[src/rtl/regptr_pkg.sv]
package regptr_pkg;

    localparam int PTR_W  = 6;
    localparam int MODE_W = 2;
    localparam int N_WIN  = 1 << MODE_W;
    localparam int CMD_W  = PTR_W + 2;

    typedef logic [PTR_W-1:0]  ptr_t;
    typedef logic [MODE_W-1:0] mode_t;

    typedef struct packed {
        logic aif;
        logic spare;
        ptr_t ptr;
    } cmd_byte_t;

    typedef struct packed {
        ptr_t lo;
        ptr_t hi;
    } win_t;

    localparam cmd_byte_t CMD_RESET = '{aif: 1'b1, spare: 1'b0, ptr: '0};

    // Window limits, one entry per mode value
    function automatic win_t win_of(input int idx);
        win_t w;
        case (idx)
            0:       begin w.lo = ptr_t'(8'h00); w.hi = ptr_t'(8'h26); end
            1:       begin w.lo = ptr_t'(8'h02); w.hi = ptr_t'(8'h19); end
            2:       begin w.lo = ptr_t'(8'h1A); w.hi = ptr_t'(8'h1C); end
            default: begin w.lo = ptr_t'(8'h02); w.hi = ptr_t'(8'h1C); end
        endcase
        return w;
    endfunction

endpackage

[src/rtl/regptr_win_sel.sv]
module regptr_win_sel
    import regptr_pkg::*;
(
    input  mode_t mode,
    output win_t  win
);
    win_t table_q [N_WIN];

    for (genvar g = 0; g < N_WIN; g++) begin : g_win
        assign table_q[g] = win_of(g);
    end

    assign win = table_q[mode];
endmodule

[src/rtl/regptr_step.sv]
module regptr_step
    import regptr_pkg::*;
(
    input  ptr_t cur,
    input  logic flag,
    input  win_t win,
    output ptr_t nxt
);
    always_comb begin
        if (!flag)
            nxt = cur;
        else if (cur == win.hi)
            nxt = win.lo;
        else
            nxt = cur + ptr_t'(1);
    end
endmodule

[src/rtl/regptr_cmd_reg.sv]
module regptr_cmd_reg
    import regptr_pkg::*;
(
    input  logic      clk,
    input  logic      rst,
    input  logic      load,
    input  cmd_byte_t load_val,
    input  logic      adv,
    input  ptr_t      adv_ptr,
    output cmd_byte_t state
);
    always_ff @(posedge clk) begin
        if (rst) begin
            state <= CMD_RESET;
        end else if (load) begin
            state.aif   <= load_val.aif;
            state.spare <= 1'b0;
            state.ptr   <= load_val.ptr;
        end else if (adv) begin
            state.ptr <= adv_ptr;
        end
    end
endmodule

[src/rtl/regptr_autoinc.sv]
module regptr_autoinc
    import regptr_pkg::*;
(
    input  logic             clk,
    input  logic             rst,
    input  logic             cmd_wr,
    input  logic [CMD_W-1:0] cmd_byte,
    input  logic             xfer_done,
    input  logic [MODE_W-1:0] inc_mode,
    output logic [PTR_W-1:0] reg_ptr,
    output logic             inc_flag
);
    cmd_byte_t cur_q;
    win_t      win_w;
    ptr_t      nxt_w;

    regptr_win_sel u_win (
        .mode (mode_t'(inc_mode)),
        .win  (win_w)
    );

    regptr_step u_step (
        .cur  (cur_q.ptr),
        .flag (cur_q.aif),
        .win  (win_w),
        .nxt  (nxt_w)
    );

    regptr_cmd_reg u_reg (
        .clk      (clk),
        .rst      (rst),
        .load     (cmd_wr),
        .load_val (cmd_byte_t'(cmd_byte)),
        .adv      (xfer_done),
        .adv_ptr  (nxt_w),
        .state    (cur_q)
    );

    assign reg_ptr  = cur_q.ptr;
    assign inc_flag = cur_q.aif;
endmodule

[config.mk]
export PLATFORM = sky130hd
export DESIGN_NAME = regptr_autoinc
export DESIGN_NICKNAME = d
export VERILOG_FILES = /design/src/rtl/regptr_pkg.sv /design/src/rtl/regptr_win_sel.sv /design/src/rtl/regptr_step.sv /design/src/rtl/regptr_cmd_reg.sv /design/src/rtl/regptr_autoinc.sv
export SDC_FILE = /design/constraint.sdc
export NUM_CORES = 1
export LEC_CHECK = 0
export ABC_AREA = 1
export BUFFER_PORTS_ARGS = -buffer_cell sky130_fd_sc_hd__clkbuf_2
export CAP_MARGIN = 20
export CORE_MARGIN = 2
export CORE_UTILIZATION = 34
export DETAILED_ROUTE_END_ITERATION = 6
export MAX_ROUTING_LAYER = met4
export SLEW_MARGIN = 20
export SYNTH_ARGS = -nofsm -noshare
export SYNTH_HDL_FRONTEND = slang
export SYNTH_SLANG_ARGS = --single-unit
[constraint.sdc]
create_clock -name clk -period 1.6 [get_ports clk]
set_input_delay 0.16 -clock clk [delete_from_list [all_inputs] [get_ports clk]]
set_output_delay 0.16 -clock clk [all_outputs]
set_load 0.01 [all_outputs]
==> Word-level counts from Yosys, hierarchy flattened <==
Cells that the tools add are included.
{ "classes": {"n_mux": 7, "n_div": 0, "n_reduce_logical": 3, "n_mul": 0, "shifts": 0, "addsub": 1, "n_eq_ne": 1, "bitwise_logic": 1, "magnitude_cmp": 1} }
{ "op_table": {"columns": ["op", "n"], "rows": [
  ["12-bit binary-select mux with 2-bit select", 1],
  ["12-bit 2-to-1 mux", 2],
  ["6-bit 2-to-1 mux", 4],
  ["6-bit by 1-bit adder with 6-bit output (second input constant)", 1],
  ["6-bit == test", 1],
  ["2-bit nonzero test", 2],
  ["3-bit >= comparator (second input constant)", 1],
  ["2-bit inverter with 3-bit output", 1],
  ["2-bit AND reduction", 1]
]} }
{ "word_totals": {"n_memories": 0, "reg_bits": 7, "ram_bits": 0, "latchBits": 0, "mem_bits_ro": 0} }

==> Longest topological paths before layout <==
{ "logic_depth": {"word_depth": 9, "ltp_mapped": 9, "depth_no_buf": 9} }

==> Modules after synthesis <==
A second synthesis with hierarchy kept.
{ "hier_totals": {"cells_unflattened": 148, "hier_area_um2": 869.6} }
{ "by_module_without_submodules": {"columns": ["module", "seq_area_each_um2", "cells_per_inst", "area_per_inst_um2", "instances"], "rows": [
  ["regptr_step", 0.0, 81, 441.7, 1],
  ["regptr_cmd_reg", 140.1, 52, 345.3, 1],
  ["regptr_win_sel", 0.0, 15, 82.6, 1]
]} }

==> Least setup slack after synthesis <==
No wires, ideal clock.
{ "synth_timing": {"kind": "reg-to-reg", "start": "register u_reg.state[1] in the netlist's numbering", "end": "register u_reg.state[4] in the netlist's numbering", "path_stages_with_launch": 8, "synth_period_minus_slack_ns": 1.213, "slack_ns": 0.387, "t_required_ns": 1.484, "t_arrival_ns": 1.098, "path_cell_list": "dfxtp_1 -> ha_1 -> nand3_1 -> xnor2_1 -> nand2_1 -> nand3_1 -> nand2_1 -> a21oi_1"} }
{ "synth_between": {"elab_chain_len": 5, "word_cells_on_any_way": 6, "cone_classes": "1 x add/sub; 1 x eq/ne; 4 x mux"} }
{ "synth_rtl": {"columns": ["element", "line", "text"], "rows": [
  ["start: declaration", "regptr_cmd_reg.sv:10", "output cmd_byte_t state"],
  ["6-bit by 1-bit adder with 6-bit output or 6-bit == test (tied branches)", "regptr_step.sv:15, regptr_step.sv:12", null],
  ["6-bit 2-to-1 mux (*)", "regptr_step.sv:12", "else if (cur == win.hi)"],
  ["6-bit 2-to-1 mux (*)", "regptr_step.sv:10", "if (!flag)"],
  ["6-bit 2-to-1 mux (*)", "regptr_cmd_reg.sv:19", "end else if (adv) begin"],
  ["6-bit 2-to-1 mux (*)", "regptr_cmd_reg.sv:15", "end else if (load) begin"]
]} }
Every way passes the cells marked *; elsewhere a longest branch is shown, timed or not. The select of a mux whose other input is x is not followed.
A chain may end at the register's enable or synchronous reset.

==> Final worst setup path <==
{ "layout_timing": {"start": "register u_reg.state[0] in the netlist's numbering", "end": "register u_reg.state[3] in the netlist's numbering"} }
Same word-level chain as after synthesis.

==> metrics.txt <==
Starting Density=36.0%; ant diodes=0; fraction of the mapped netlist area in compound gates=12.9%; largest net degree at the start of global routing=10; floorplan core area=0.00151 mm2; setup violators final=0; layout cells sized above 1=31.4%; critical path, cell by cell=inv_1, nand3_1, nand2_2, nor2_4, nand2_2, nand2_1, nand3_1, nand2_1, a21oi_1; synthesized cell area=543 um2; max reg flops=7; CP top delay family=simple AND/OR/NAND/NOR gates; Syn Nets=98; Routed wire per std cell=9.65 um; clk_skew=0.00447 ns; crit path max fanout=6; arrival time of the worst setup path=1.42 ns; RePlAce Congestion=0.737; Total Die Area=0.00193 mm2; power per cell area=710 mW/mm2; Post-Synth Adder-Cell Area=2.30%; period utilisation layout=80.3%; global-route wire length before repair=2020 um; maximum buffer depth of the clock tree=2; # port buffers=19; chip width=44.0 um; worst path buffer plus inverter count=1; CP Capture Type=flip-flop; Synth area leaders=dfxtp_1 (26%), nand2_1 (19%), a21oi_1 (6.5%), nand3_1 (6.5%), inv_1 (6.2%); initial DRC count=8; row count=14; Slew @ Worst Pin=0.359 ns; cell taking the most area after synthesis=dfxtp_1; share of the synthesized area in the top cell type=25.8%; worst r2r dst=u_reg.state[3]; Largest regs=u_reg.state x7; Final Net Count=121; Reg with most FFs=u_reg.state; Final Power=0.478 mW; setup TNS=0 ns; simple-gate area share of the yosys netlist=43.5%; RSZ-0062 raised after global routing=no; Yosys warning total=0; RR Startpoint=u_reg.state[0]; DP HPWL=958 um; Die H=44.0 um; hold path cells=3; cts bufs inserted=3; vias in the first global route=503; cts repair resizes=0; Post-synth EDFFs=0; Lkg Pwr=0.350 nW; f_max=778 MHz; cells after synthesis=83; largest family of logic cells by synthesized area=simple AND/OR/NAND/NOR gates; CP startpoint=u_reg.state[0]; ANT nets after route=0; vias per cell=4.53; post-CTS setup buffer count=0; total grt overflow=0; Hold Fails Final Rpt=0; worst r2r path cells=9; I/O pin count=21; Setup CP Type=reg -> reg; max-capacitance violation count=0; drt first pass iters=4; HP Start=cmd_byte[7]; Synth Area in XOR/XNOR=6.45%; leading register cell type out of synthesis=dfxtp_1; slowest CP cell=dfxtp_1; CTS root buf=clkbuf_4; initial antenna violation count=0; status=completed; Mean Syn Cell Area=6.54 um2; synth-to-layout area growth=24.0%; Synth Register Bits=7; routed wire length=1170 um; Min-Delay Path Class=in -> reg; Yosys cell types=17; mux share of post-synthesis cell area=0%; via count=548; Req. time, crit path=1.73 ns; final hold slack=0.112 ns; Hold EP=u_reg.state[7]; cts hold-fix bufs=0; CTS tree=done; DRC=0; worst vdd ir=0.449 mV; fraction of registers with async set/reset=0%; Final Max Slew Viols=0; gr usage total=14.7%; Rel. slew slack=76.0%; Num Clock Sinks=7; Clock Latency Late Sink=0.25 ns; slowest cell delay on critical path=0.44 ns; crit path time final=1.29 ns; r2r setup slk=0.31 ns; Clock transition at path regs=0.05 ns; # H-tree levels=1; Critical Path Start Type=flip-flop; post-synthesis sequential area ratio=25.8%
[layout make-up]
cell class | instances | area [um2]
multi-input cells | 65 | 354
well taps | 16 | 20.0
repair buffers | 19 | 95.1
flip-flops and latches | 7 | 140
fillers | 169 | 833
inverters | 10 | 37.5
clock buffers | 4 | 26.3
[per-stage QoR]
| stage | util, % | cell area [um2] | setup slack [ns] | std cells |
|---|---|---|---|---|
| floorplan | - | 543 | 0.387 | 83 |
| global placement | 42.9 | 647 | 0.325 | 117 |
| detailed placement | 42.9 | 647 | 0.325 | 117 |
| CTS | 44.7 | 673 | 0.309 | 121 |
| global route | 44.7 | 673 | 0.195 | 121 |
| finish | 44.7 | 673 | 0.315 | 121 |
[synth_stat cells (2+ instances only)]
| cell | count |
|---|---|
| nand2_1 | 27 |
| inv_1 | 9 |
| a21oi_1 | 7 |
| dfxtp_1 | 7 |
| nand3_1 | 7 |
| nor2_1 | 6 |
| nand2_2 | 4 |
| nand3_2 | 3 |
| a21oi_2 | 2 |
| a22o_1 | 2 |
| xnor2_1 | 2 |
| xor2_1 | 2 |
[cells by family (layout without fill, tap and decap cells)]
kind of cell	count (synthesis)	count (layout)
AO/OA/AOI/OAI	11	11
XOR/XNOR	4	4
adder cells (fa/ha/maj)	1	1
buffers and inverters	11	33
flip-flops	7	7
AND/OR/NAND/NOR	49	49
[routing by layer]
layer	share of wire, %	GRT usage [%]	up-vias
met3	4.4	5.00	0
li1	-	-	307
met4	0	3.64	0
met5	0	-	-
met1	51	19.3	230
met2	44	21.5	11
[cells in the final DEF (no fill, tap or decap), types with 3 or more instances in the layout]
| cell type | count |
|---|---|
| inv_1 | 9 |
| nor2_1 | 6 |
| clkbuf_2 | 19 |
| nand3_2 | 3 |
| nand2_1 | 27 |
| nand3_1 | 7 |
| dfxtp_1 | 7 |
| a21oi_1 | 7 |
| nand2_2 | 4 |
| clkbuf_4 | 3 |
[report_power, final]
part	internal, mW	switching [mW]	total [mW]
Sequential	0.187	0.0195	0.206
Combinational	0.0495	0.0630	0.112
Clock	0.0951	0.0640	0.159
[how the worst max path moves through the flow]
| stage | to | slack, ns | depth (start not counted) |
|---|---|---|---|
| after floorplan | u_reg.state[4] | 0.39 | 7 |
| after global placement | u_reg.state[3] | 0.32 | 9 |
| after detailed placement | u_reg.state[4] | 0.33 | 7 |
| after CTS | u_reg.state[3] | 0.31 | 9 |
| after global routing | u_reg.state[3] | 0.20 | 9 |
| final | u_reg.state[3] | 0.31 | 9 |
[tightest hold or removal path: cells and delay by family]
| kind | cells | cell delay [ns] |
|---|---|---|
| and+or+nand+nor | 1 | 0.05 |
| AOI/OAI and AO/OA | 1 | 0.05 |
| buffers and inverters | 1 | 0.08 |
(Power assumes the default switching activity.)
